--- src/rtl/spx_pkg.sv ---
package spx_pkg;
  typedef enum logic [1:0] {
    SQ_IDLE  = 2'd0,
    SQ_SETUP = 2'd1,
    SQ_BYTE  = 2'd2,
    SQ_TAIL  = 2'd3
  } spx_state_e;
endpackage

--- src/rtl/spx_clkdiv.sv ---
// Half-period tick generator for the serial clock; restarts when idle.
module spx_clkdiv #(
  parameter int HALF_DIV = 2
) (
  input  logic clk,
  input  logic rst_n,
  input  logic run,
  output logic tick
);
  localparam int CW = (HALF_DIV > 1) ? $clog2(HALF_DIV) : 1;
  localparam logic [CW-1:0] LAST = CW'(HALF_DIV - 1);

  logic [CW-1:0] cnt;

  always_ff @(posedge clk or negedge rst_n) begin
    if (!rst_n) begin
      cnt <= '0;
    end else if (!run || cnt == LAST) begin
      cnt <= '0;
    end else begin
      cnt <= cnt + 1'b1;
    end
  end

  assign tick = run && (cnt == LAST);
endmodule

--- src/rtl/spx_byte_tx.sv ---
// Shifts one byte out LSB first with clock idle high; data set on falling edge.
module spx_byte_tx #(
  parameter int BYTE_W = 8
) (
  input  logic              clk,
  input  logic              rst_n,
  input  logic              tick,
  input  logic              load,
  input  logic [BYTE_W-1:0] din,
  output logic              sclk,
  output logic              sdo,
  output logic              done
);
  localparam int CNT_W = (BYTE_W > 1) ? $clog2(BYTE_W) : 1;
  localparam logic [CNT_W-1:0] LAST = CNT_W'(BYTE_W - 1);

  logic [BYTE_W-1:0] shreg;
  logic [CNT_W-1:0]  cnt;
  logic              active;

  always_ff @(posedge clk or negedge rst_n) begin
    if (!rst_n) begin
      shreg  <= '0;
      cnt    <= '0;
      active <= 1'b0;
      sclk   <= 1'b1;
      sdo    <= 1'b0;
      done   <= 1'b0;
    end else begin
      done <= 1'b0;
      if (load) begin
        shreg  <= din;
        cnt    <= '0;
        active <= 1'b1;
      end else if (active && tick) begin
        if (sclk) begin
          sclk <= 1'b0;
          sdo  <= shreg[0];
        end else begin
          sclk  <= 1'b1;
          shreg <= shreg >> 1;
          if (cnt == LAST) begin
            active <= 1'b0;
            done   <= 1'b1;
          end else begin
            cnt <= cnt + 1'b1;
          end
        end
      end
    end
  end
endmodule

--- src/rtl/spx_seq.sv ---
// Frame sequencer: latch-clock framing, byte ordering, power-up word, enable gating.
module spx_seq
  import spx_pkg::*;
#(
  parameter int                WORD_W    = 16,
  parameter int                BYTE_W    = 8,
  parameter logic [WORD_W-1:0] INIT_WORD = '0
) (
  input  logic              clk,
  input  logic              rst_n,
  input  logic              req_valid,
  output logic              req_ready,
  input  logic [WORD_W-1:0] req_data,
  input  logic              tick,
  input  logic              tx_done,
  output logic              tx_load,
  output logic [BYTE_W-1:0] tx_byte,
  output logic              run,
  output logic              rclk,
  output logic              oe_n
);
  localparam int NBYTES = WORD_W / BYTE_W;
  localparam int BI_W   = (NBYTES > 1) ? $clog2(NBYTES) : 1;
  localparam logic [BI_W-1:0] LASTB = BI_W'(NBYTES - 1);

  spx_state_e        state;
  logic [WORD_W-1:0] word;
  logic [BI_W-1:0]   bidx;
  logic              init_pend;
  logic [BYTE_W-1:0] bytes [NBYTES];

  for (genvar g = 0; g < NBYTES; g++) begin : g_split
    assign bytes[g] = word[g*BYTE_W +: BYTE_W];
  end

  assign tx_byte   = bytes[bidx];
  assign run       = (state != SQ_IDLE);
  assign req_ready = (state == SQ_IDLE) && !init_pend;

  always_ff @(posedge clk or negedge rst_n) begin
    if (!rst_n) begin
      state     <= SQ_IDLE;
      word      <= '0;
      bidx      <= '0;
      init_pend <= 1'b1;
      rclk      <= 1'b1;
      oe_n      <= 1'b1;
      tx_load   <= 1'b0;
    end else begin
      tx_load <= 1'b0;
      unique case (state)
        SQ_IDLE: begin
          if (init_pend) begin
            word  <= INIT_WORD;
            rclk  <= 1'b0;
            state <= SQ_SETUP;
          end else if (req_valid) begin
            word  <= req_data;
            rclk  <= 1'b0;
            state <= SQ_SETUP;
          end
        end
        SQ_SETUP: begin
          if (tick) begin
            bidx    <= '0;
            tx_load <= 1'b1;
            state   <= SQ_BYTE;
          end
        end
        SQ_BYTE: begin
          if (tx_done) begin
            if (bidx == LASTB) begin
              state <= SQ_TAIL;
            end else begin
              bidx    <= bidx + 1'b1;
              tx_load <= 1'b1;
            end
          end
        end
        SQ_TAIL: begin
          if (tick) begin
            rclk  <= 1'b1;
            bidx  <= '0;
            state <= SQ_IDLE;
            if (init_pend) begin
              init_pend <= 1'b0;
              oe_n      <= 1'b0;
            end
          end
        end
        default: state <= SQ_IDLE;
      endcase
    end
  end
endmodule

--- src/rtl/spx_expander.sv ---
module spx_expander #(
  parameter int          HALF_DIV  = 2,
  parameter logic [15:0] INIT_WORD = 16'h03B8
) (
  input  logic        clk,
  input  logic        rst_n,
  input  logic        wr_valid,
  output logic        wr_ready,
  input  logic [15:0] wr_data,
  output logic        busy,
  output logic        sclk,
  output logic        sdo,
  output logic        rclk,
  output logic        oe_n
);
  localparam int WORD_W = 16;
  localparam int BYTE_W = 8;

  logic              tick;
  logic              run;
  logic              tx_load;
  logic              tx_done;
  logic [BYTE_W-1:0] tx_byte;

  spx_clkdiv #(.HALF_DIV(HALF_DIV)) u_div (
    .clk  (clk),
    .rst_n(rst_n),
    .run  (run),
    .tick (tick)
  );

  spx_seq #(
    .WORD_W   (WORD_W),
    .BYTE_W   (BYTE_W),
    .INIT_WORD(INIT_WORD)
  ) u_seq (
    .clk      (clk),
    .rst_n    (rst_n),
    .req_valid(wr_valid),
    .req_ready(wr_ready),
    .req_data (wr_data),
    .tick     (tick),
    .tx_done  (tx_done),
    .tx_load  (tx_load),
    .tx_byte  (tx_byte),
    .run      (run),
    .rclk     (rclk),
    .oe_n     (oe_n)
  );

  spx_byte_tx #(.BYTE_W(BYTE_W)) u_tx (
    .clk  (clk),
    .rst_n(rst_n),
    .tick (tick),
    .load (tx_load),
    .din  (tx_byte),
    .sclk (sclk),
    .sdo  (sdo),
    .done (tx_done)
  );

  assign busy = run;
endmodule

--- config.mk ---
export PLATFORM = sky130hd
export DESIGN_NAME = spx_expander
export DESIGN_NICKNAME = d
export VERILOG_FILES = /design/src/rtl/spx_pkg.sv /design/src/rtl/spx_clkdiv.sv /design/src/rtl/spx_byte_tx.sv /design/src/rtl/spx_seq.sv /design/src/rtl/spx_expander.sv
export SDC_FILE = /design/constraint.sdc
export NUM_CORES = 1
export LEC_CHECK = 0
export ABC_AREA = 1
export BUFFER_PORTS_ARGS = -buffer_cell sky130_fd_sc_hd__buf_4
export CORE_MARGIN = 8
export CORE_UTILIZATION = 56
export CTS_BUF_LIST = sky130_fd_sc_hd__clkbuf_8 sky130_fd_sc_hd__clkbuf_16
export CTS_CLUSTER_DIAMETER = 150
export DETAILED_ROUTE_END_ITERATION = 6
export HOLD_SLACK_MARGIN = 0.05
export PLACE_DENSITY = 0.83
export SYNTH_ARGS = -nofsm -noshare
export SYNTH_HDL_FRONTEND = slang
export SYNTH_HIERARCHICAL = 1
export SYNTH_SLANG_ARGS = --single-unit
--- constraint.sdc ---
create_clock -name clk -period 2 [get_ports clk]
set_input_delay 0.4 -clock clk [delete_from_list [all_inputs] [get_ports clk]]
set_output_delay 0.4 -clock clk [all_outputs]
set_load 0.01 [all_outputs]
==> results of run 1 <==
==> flip-flops by register name (all words and copies together) (netlist names) <==
name / cells
u_seq/state: 2
u_tx/cnt: 3
u_div/cnt: 1
u_tx/sdo: 1
u_tx/sclk: 1
u_seq/oe_n: 1
u_tx/shreg: 8
u_tx/active: 1
u_seq/bidx: 1
u_tx/done: 1
u_seq/rclk: 1
u_seq/init_pend: 1
u_seq/word: 16
u_seq/tx_load: 1
==> layout make-up <==
type / instances / area [um2]
Fill cell: 268 / 1060
Sequential cell: 39 / 981
Multi-Input combinational cell: 161 / 773
Timing Repair Buffer: 24 / 180
Inverter: 33 / 126
Clock buffer: 5 / 68.8
Clock inverter: 3 / 67.6
Tap cell: 46 / 57.6
==> critical path: stages, from the launching register on <==
cell,delay [ns]
dfrtp_1,0.41
inv_1,0.09
ha_1,0.22
inv_2,0.14
nor2_4,0.05
buf_4,0.14
==> cell usage in the layout, fill, tap and decap left out <==
cell type    n
ha_1         6
nand2_1     84
nor2_1      17
clkbuf_8     5
a21o_1       1
inv_2        5
inv_4        1
a21oi_1      6
nand4_1      6
dfstp_2      4
or2_2        1
bufinv_16    2
o21ai_0     16
o21ai_1      2
clkinvlp_4   1
dfrtp_1     35
buf_4       24
nand3_1     12
nand3_2      1
nand2_2      4
o31ai_1      1
inv_1       27
nor2_4       2
nor2_2       1
a21oi_4      1
==> layer usage <==
| layer | vias up | routed length, um |
|---|---|---|
| li1 | 795 | - |
| met1 | 684 | 1760 |
| met2 | 37 | 1690 |
| met3 | 7 | 196 |
| met4 | 0 | 76 |
| met5 | - | 0 |
==> power by group through the flow <==
stage | Clock (mW) | Sequential, mW | Combinational, mW
6_report | 0.776 | 1.35 | 1.29
5_1_grt | 0.824 | 1.39 | 1.49
4_1_cts | 0.798 | 1.35 | 1.30
3_5_place_dp | 0 | 1.36 | 1.28
3_3_place_gp | 0 | 1.35 | 1.24
2_1_floorplan | 0 | 1.27 | 1.02
==> synthesized netlist by cell type <==
cell type,number,area (um2)
buf_2,3,15.0
nand3_2,1,10.0
dfrtp_1,35,876
inv_4,1,6.26
nand4_1,6,37.5
nor2_4,2,22.5
a21oi_1,6,30.0
inv_2,5,18.8
ha_1,6,75.1
nor2_1,17,63.8
dfstp_2,4,105
a21oi_4,1,16.3
buf_6,1,11.3
nand3_1,12,60.1
nor2_2,1,6.26
a21o_1,1,7.51
o21ai_1,2,10.0
inv_1,27,101
nand2_1,84,315
nand2_2,4,25.0
or2_2,1,6.26
o31ai_1,1,7.51
o21ai_0,16,80.1
==> metrics by stage <==
stage | power (mW) | utilization, %
after floorplan | 2.29 | -
after global placement | 2.59 | 64.0
after detailed placement | 2.64 | 64.0
after CTS | 3.44 | 68.1
after global routing | 3.71 | 68.1
final | 3.41 | 68.1
==> cell families (layout without fill, tap and decap cells) <==
family | after synthesis | in the layout
compound gates | 27 | 27
fa+ha+maj | 6 | 6
flops | 39 | 39
buf+inv | 37 | 65
simple gates | 128 | 128
==> worst paths after layout <==
path,endpoint,slack (ns),startpoint
min,u_seq/state[1]$_DFFE_PN0P_,0.06,rst_n
max,wr_ready,0.25,u_seq/state[0]$_DFFE_PN0P_
max reg2reg,u_tx/shreg[1]$_DFFE_PN0P_,0.28,u_seq/state[0]$_DFFE_PN0P_
min in group clk,u_seq/word[11]$_DFFE_PN0P_,0.30,wr_data[11]
max in group asynchronous,u_seq/init_pend$_DFFE_PN1P_,1.58,rst_n
min reg2reg,u_div/cnt$_DFF_PN0_,0.44,u_div/cnt$_DFF_PN0_
==> qor.txt, run 1 <==
Avg Cell Area, Syn: 8.05 um2
postcts setup bufs: 0
met1 usage: 18.3%
total track usage: 15.4%
Power Density: 1510 nW/um2
Worst Setup Path Type: reg -> out
post-synthesis mux area share: 0%
# clock sinks: 39
setup TNS: 0 ns
CP Launch Type: flop
Setup WS post-layout: 0.252 ns
fraction of layout cells with a size suffix above 1: 19.6%
CP Capture Type: output pin
Area Overhead vs Synth: 18.2%
Slew Limit Headroom: 64.6%
f_max: 572 MHz
Top-Level Pins: 25
post-route ant nets: 0
cell area after synthesis: 1910 um2
area of the die: 5530 um2
Hold Vio Cnt, Final: 0
Hold-fix buffers, CTS: 0
Syn Inst Count: 237
fin. max-slew vios: 0
CP Data Arrival Time: 1.35 ns
worst slack at placement: 0.290 ns
Inserted Diodes: 0
Synthesis Warnings: 6
Reg clk slew, reported paths: 0.07 ns
hold_ws: 0.0644 ns
placed insts: 303
GRT met2 Usage: 23.5%
Req. time, crit path: 1.60 ns
outcome: complete, no violations
main combinational cell family by area after synthesis: simple AND/OR/NAND/NOR gates
worst reg2reg path depth: 10
vias per cell: 4.90
HPWL Detailed: 2650 um
clock share of power: 22.8%
crit-path max FO: 6
Synth Area in XOR/XNOR: 0%
met3 usage: 4.99%
register share of total power: 39.5%
root buffer cell: clkbuf_8
Tmin final: 1.75 ns
Resized cells post-CTS: 0
input/output buffers: 24
H-tree depth: 2
initial antenna violation count: 0
design area: 2250 um2
Logic pwr share: 37.7%
Cell variety after synth: 23
DR DRC count: 0
total core area: 3310 um2
Leak: 1.19 nW
Seq cells post-synth: 39
Net Sw Power: 1.31 mW
worst slew pin tran: 0.531 ns
Detailed Routing Iterations Pass 1: 4
skew final: 0.00518 ns
Non-Filler Instances: 311
Avg WL per Cell: 12.0 um
Worst IR Drop VDD: 0.807 mV
Die Ht: 74.4 um
Final Setup Violations: 0
Adder-Cell Fraction of Synth Area: 3.94%
Overflow after GRT: 0
Synth Area in Simple Gates: 28.7%
Switching Share: 38.4%
GRT Max-Usage Layer: met2
Inserted Clock Buffers: 5
Nets: 289
Max Buffers Root-to-Sink: 2
Worst-Skew Late Latency: 0.30 ns
Starting Density: 57.6%
TritonCTS clock tree: yes
largest net degree at the start of global routing: 40
RSZ-0062 raised after global routing: no
drt initial violations: 142
# rows: 21
first-pass GRT wire length: 6360 um
fin crit share: 87.4%
DR vias: 1523
Int Pwr: 2.10 mW
Post-Route WL: 3720 um
routability cong.: 0.892
vias in the first global route: 1487
Hold Crit Class: in -> async
Post-Synthesis Net Count: 262
Die W: 74.4 um
sequential share of the synthesized area: 51.4%
placed instance area: 2120 um2
max_cap viols: 0
Compound-Gate Fraction of Synth Area: 7.94%
No activity file was read; power rests on OpenSTA's default activity.
==> run 2: changes to the inputs <==
--- a/config.mk
+++ b/config.mk
@@ -6,14 +6,16 @@
 export NUM_CORES = 1
 export LEC_CHECK = 0
 export ABC_AREA = 1
-export BUFFER_PORTS_ARGS = -buffer_cell sky130_fd_sc_hd__buf_4
+export CELL_PAD_IN_SITES_DETAIL_PLACEMENT = 2
+export CELL_PAD_IN_SITES_GLOBAL_PLACEMENT = 2
 export CORE_MARGIN = 8
-export CORE_UTILIZATION = 56
-export CTS_BUF_LIST = sky130_fd_sc_hd__clkbuf_8 sky130_fd_sc_hd__clkbuf_16
+export CORE_UTILIZATION = 38
+export CTS_BUF_LIST = sky130_fd_sc_hd__clkbuf_2 sky130_fd_sc_hd__clkbuf_4 sky130_fd_sc_hd__clkbuf_8
 export CTS_CLUSTER_DIAMETER = 150
 export DETAILED_ROUTE_END_ITERATION = 6
+export DONT_BUFFER_PORTS = 1
 export HOLD_SLACK_MARGIN = 0.05
-export PLACE_DENSITY = 0.83
+export PLACE_DENSITY = 0.85
 export SYNTH_ARGS = -nofsm -noshare
 export SYNTH_HDL_FRONTEND = slang
 export SYNTH_HIERARCHICAL = 1
==> run 2 against run 1 <==
Effect of this change: sequential share of layout area increased by 3.5 points; total power shrank 7.0%; clock skew about the same; via count is 1.2% lower; sequential power hardly changed; highest routed layer unchanged; largest power group unchanged; cell area decreased by 7.3%; critical path type is now reg -> reg; routed wire length rose by 27%; hold slack better by 0.16 ns; core utilization down 24 points.
==> qor.txt, run 2 (same netlist as run 1, synthesis figures left out) <==
Worst IR Drop VDD: 0.678 mV (-16%)
sequential cell area: 982 um2 (+0.13%)
max reg flops: 16 (unchanged)
RSZ-0062 raised after global routing: no
total core area: 4790 um2 (+45%)
Reg-to-Reg Start: u_seq/state[0]$_DFFE_PN0P_
Post-Route WL: 4710 um (+27%)
CP Data Arrival Time: 2.02 ns (+0.67 ns)
commonest non-fill, non-tap cells in the layout: nand2_1, dfrtp_1, inv_1
max_cap viols: 0 (unchanged)
crit-path max FO: 6 (unchanged)
outcome: complete, no violations
Largest Register: u_seq/word
post-route ant nets: 0 (unchanged)
Area Overhead vs Synth: 9.58%
Max Buffers Root-to-Sink: 2 (unchanged)
f_max: 543 MHz (-5.1%)
initial antenna violation count: 0 (unchanged)
Worst-Skew Late Latency: 0.29 ns (about the same)
first-pass GRT wire length: 8220 um (+29%)
Largest regs: u_seq/word (16), u_tx/shreg (8), u_tx/cnt (3)
Inserted Clock Buffers: 5 (unchanged)
largest net degree at the start of global routing: 40 (unchanged)
CP Capture Type: flop
vias in the first global route: 1722 (+16%)
Detailed Routing Iterations Pass 1: 4 (unchanged)
Bufs and invs on worst path: 4 (+1)
worst slack at placement: 0.117 ns (-0.173 ns)
root buffer cell: clkbuf_8
FF-to-FF setup slack: 0.16 ns (-0.12 ns)
Top-Level Pins: 25 (unchanged)
Worst path top cell family by delay: buffers and inverters
commonest non-fill, non-tap cell in the layout: nand2_1
input/output buffers: 0 (-100%)
fin. max-slew vios: 0 (unchanged)
Hold Crit Class: in -> reg
fin crit share: 92.1% (+4.7 points)
Nets: 268 (-7.3%)
final core occ: 43.7% (-24 points)
Avg WL per Cell: 15.1 um (+27%)
Slew Limit Headroom: 63.8% (-0.79 points)
Starting Density: 39.8% (-18 points)
drt initial violations: 38 (-73%)
Req. time, crit path: 2.18 ns (+0.58 ns)
area of the die: 7540 um2 (+36%)
skew final: 0.00478 ns (-0.000393 ns)
Leak: 1.07 nW (-9.7%)
DR vias: 1504 (-1.2%)
setup TNS: 0 ns (unchanged)
DR DRC count: 0 (unchanged)
Largest stage delay, worst path: 0.41 ns (about the same)
H-tree depth: 2 (unchanged)
Power Density: 1520 nW/um2 (+0.32%)
Final Setup Violations: 0 (unchanged)
Reg clk slew, reported paths: 0.08 ns (about the same)
Setup WS post-layout: 0.159 ns (-0.0935 ns)
fillers: 563 (+110%)
Die W: 86.8 um (+17%)
total track usage: 13.7% (-1.6 points)
HPWL Detailed: 3450 um (+30%)
routability cong.: 0.777 (-13%)
Tmin final: 1.84 ns (+0.0935 ns)
worst-path cell chain: inv_1, ha_1, inv_2, nand2_1, inv_1, inv_1, o21ai_1, nand3_1, nand2_1, nand2_1
CP Launch Point: u_seq/state[0]$_DFFE_PN0P_
Die Ht: 86.8 um (+17%)
area of the multi-input gates: 776 um2 (+0.32%)
TritonCTS clock tree: yes
vias per cell: 4.84 (-1.2%)
Hold Path Origin: wr_data[14]
CP Launch Type: flop
postcts setup bufs: 0 (unchanged)
Hold Vio Cnt, Final: 0 (unchanged)
# clock sinks: 39 (unchanged)
Overflow after GRT: 0 (unchanged)
fraction of layout cells with a size suffix above 1: 13.1% (-6.5 points)
# rows: 25 (+19%)
Worst Setup Path Type: reg -> reg
slowest stage cell, crit path: dfrtp_2
Inserted Diodes: 0 (unchanged)
worst slew pin tran: 0.543 ns (+0.0119 ns)
[run 2: per-layer routing]
layer  share of wire, %  up-vias  global-route usage, %
li1                   -      744                      -
met1                 50      734                   18.3
met2                 46       21                   21.2
met3                3.5        5                   3.88
met4               0.89        0                   3.29
met5                  0        -                      0
[run 2: path summary, 6_finish.rpt]
kind	endpoint	cells after the start
hold / removal	u_seq/word[14]$_DFFE_PN0P_	2
setup / recovery	u_seq/state[0]$_DFFE_PN0P_	10
max in group asynchronous	u_tx/sclk$_DFFE_PN1P_	2
setup reg to reg	u_seq/state[0]$_DFFE_PN0P_	10
hold reg to reg	u_div/cnt$_DFF_PN0_	1
min in group asynchronous	u_seq/word[8]$_DFFE_PN0P_	2
[run 2: layout make-up]
cell class | instances | share of cell area [%]
flip-flops and latches | 39 | 47.0
multi-input cells | 161 | 37.1
clock inverters | 3 | 0.719
clock buffers | 5 | 3.29
inverters | 33 | 6.05
repair buffers | 3 | 1.80
well taps | 67 | 4.01
[run 2: timing repair]
| action | in CTS | in global routing |
|---|---|---|
| hold buffers | 2 | 0 |
| resized for setup | 0 | 3 |
| setup endpoints to repair | 0 | 11 |
| endpoints found under the hold margin | 39 | 0 |
[run 2: report_power, final]
part | total, mW | internal [mW] | switching [mW]
clock network | 0.521 | 0.239 | 0.282
registers | 1.37 | 1.12 | 0.250
logic | 1.28 | 0.427 | 0.852
[run 2: metrics by stage]
step	power, mW	hold slack (ns)	instance area (um2)	instances
2_1_floorplan	2.29	0.104	1910	237
3_3_place_gp	2.55	0.105	1970	301
3_5_place_dp	2.63	0.105	1970	301
4_1_cts	3.20	0.216	2090	311
5_1_grt	3.48	0.220	2090	311
6_report	3.17	0.225	2090	311
==> run 3: changes to the inputs <==
--- a/config.mk
+++ b/config.mk
@@ -6,6 +6,7 @@
 export NUM_CORES = 1
 export LEC_CHECK = 0
 export ABC_AREA = 1
+export CAP_MARGIN = 40
 export CELL_PAD_IN_SITES_DETAIL_PLACEMENT = 2
 export CELL_PAD_IN_SITES_GLOBAL_PLACEMENT = 2
 export CORE_MARGIN = 8
@@ -16,6 +17,7 @@
 export DONT_BUFFER_PORTS = 1
 export HOLD_SLACK_MARGIN = 0.05
 export PLACE_DENSITY = 0.85
+export REMOVE_ABC_BUFFERS = 1
 export SYNTH_ARGS = -nofsm -noshare
 export SYNTH_HDL_FRONTEND = slang
 export SYNTH_HIERARCHICAL = 1
==> run 3 against run 2 <==
Effect of this change: via count rose by 5.6%; fmax down 0.60%; sequential share of layout area down 0.92 points; clock-buffer cell count rose by 1.
==> qor.txt, run 3 (same netlist as run 1, synthesis figures left out) <==
Reg clk slew, reported paths: 0.09 ns (about the same)
fraction of layout cells with a size suffix above 1: 13.5% (+0.35 points)
max reg flops: 16 (unchanged)
CP Data Arrival Time: 2.05 ns (+0.03 ns)
max_cap viols: 0 (unchanged)
vias in the first global route: 1852 (+7.5%)
Detailed Routing Iterations Pass 1: 4 (unchanged)
Die Ht: 86.8 um (unchanged)
first-pass GRT wire length: 9490 um (+15%)
Post-Route WL: 5820 um (+23%)
total track usage: 16.6% (+2.8 points)
DR vias: 1588 (+5.6%)
drt initial violations: 93 (+140%)
Nets: 270 (+0.75%)
outcome: complete, no violations
skew final: 0.0144 ns (+0.00959 ns)
Largest regs: u_seq/word (16), u_tx/shreg (8), u_tx/cnt (3)
final core occ: 44.5% (+0.81 points)
# clock sinks: 39 (unchanged)
Hold Vio Cnt, Final: 0 (unchanged)
Final Setup Violations: 0 (unchanged)
met2 routed WL: 2980 um (+37%)
root buffer cell: clkbuf_8
total core area: 4790 um2 (unchanged)
DR WL met3: 166 um (+1.8%)
input/output buffers: 0 (unchanged)
Tmin final: 1.85 ns (+0.0112 ns)
Slew Limit Headroom: 58.1% (-5.7 points)
Worst IR Drop VDD: 0.683 mV (+0.77%)
design area: 2130 um2 (+1.9%)
Power Density: 1630 nW/um2 (+7.6%)
area of the die: 7540 um2 (unchanged)
commonest non-fill, non-tap cell in the layout: nand2_1
Overflow after GRT: 0 (unchanged)
Starting Density: 39.8% (unchanged)
Req. time, crit path: 2.19 ns (about the same)
Post-Route M1 WL: 2590 um (+11%)
Hold Crit Class: in -> reg
CP Capture Type: flop
Leak: 1.09 nW (+1.5%)
fillers: 542 (-3.7%)
Worst-Skew Late Latency: 0.30 ns (about the same)
fin. max-slew vios: 0 (unchanged)
Top-Level Pins: 25 (unchanged)
Max Buffers Root-to-Sink: 2 (unchanged)
f_max: 540 MHz (-0.60%)
Area Overhead vs Synth: 11.6%
post-route ant nets: 0 (unchanged)
Non-Filler Instances: 312 (+0.32%)
Worst Setup Path Type: reg -> reg
placed insts: 301 (unchanged)
HPWL Detailed: 3680 um (+6.8%)
Highest Signal Layer: met4
H-tree depth: 2 (unchanged)
largest net degree at the start of global routing: 40 (unchanged)
Largest Register: u_seq/word
DR DRC count: 0 (unchanged)
Avg WL per Cell: 18.6 um (+23%)
Die W: 86.8 um (unchanged)
worst slew pin tran: 0.629 ns (+0.0853 ns)
Inserted Clock Buffers: 5 (unchanged)
placed instance area: 1970 um2 (unchanged)
TritonCTS clock tree: yes
CP Launch Type: flop
initial antenna violation count: 0 (unchanged)
# rows: 25 (unchanged)
fin crit share: 92.6% (+0.56 points)
crit-path max FO: 6 (unchanged)
commonest non-fill, non-tap cells in the layout: nand2_1, dfrtp_1, inv_1
routability cong.: 0.798 (+2.7%)
vias per cell: 5.09 (+5.2%)
Inserted Diodes: 0 (unchanged)
==> run 3: cell count changes in the layout (fill, tap and decap cells not counted), sizes merged <==
cell and change:
buf +2, bufinv +1, clkbuf +1, clkinv -3
==> run 3: through the flow <==
step	setup WS [ns]	hold slack, ns	power (mW)	TNS [ns]
4_1_cts	0.0341	0.218	3.39	0
5_1_grt	-0.0123	0.223	3.74	-0.0123
3_5_place_dp	0.109	0.105	2.67	0
6_report	0.147	0.222	3.48	0
2_1_floorplan	0.426	0.104	2.26	0
3_3_place_gp	0.267	0.105	2.55	0
==> run 3: final timing paths <==
kind,start,to,slack (ns),depth (start not counted)
max,u_seq/state[1]$_DFFE_PN0P_,u_seq/state[0]$_DFFE_PN0P_,0.15,10
min,wr_data[14],u_seq/word[14]$_DFFE_PN0P_,0.22,2
max reg2reg,u_seq/state[1]$_DFFE_PN0P_,u_seq/state[0]$_DFFE_PN0P_,0.15,10
min reg2reg,u_div/cnt$_DFF_PN0_,u_div/cnt$_DFF_PN0_,0.45,1
max in group asynchronous,rst_n,u_seq/rclk$_DFFE_PN1P_,1.17,2
min in group asynchronous,rst_n,u_div/cnt$_DFF_PN0_,0.56,2
==> run 3: timing repair <==
item / 4_1_cts / 5_1_grt
hold buffers: 2 / 0
endpoints found under the hold margin: 39 / 0
resized for setup: 0 / 3
setup endpoints to repair: 0 / 17
setup buffers: 0 / 2
==> run 3: worst max-delay path, cell delays in order (launching register included) <==
cell and delay [ns]:
dfrtp_1 0.40, inv_1 0.10, ha_1 0.23, inv_4 0.13
nand2_1 0.11, inv_2 0.12, inv_1 0.11, o21ai_0 0.20
nand3_1 0.20, nand2_1 0.09, nand2_1 0.05
==> run 3: final cells by class <==
cell class	instances	area, um2	area share (%)
clock buffers	6	76.3	3.59
clock inverters	1	30.0	1.41
inverters	33	129	6.06
multi-input cells	161	776	36.4
flip-flops and latches	39	981	46.1
well taps	67	83.8	3.94
repair buffers	5	52.6	2.47
==> run 3: where the power goes <==
part	internal, mW	switching, mW
Clock	0.380	0.291
Sequential	1.12	0.259
Combinational	0.457	0.971
Total	1.96	1.52
==> run 3: routing by layer <==
metal	vias to the layer above	track usage, %
met2	25	28.0
li1	748	-
met1	808	20.1
met4	0	5.79
met5	-	0
met3	7	3.59
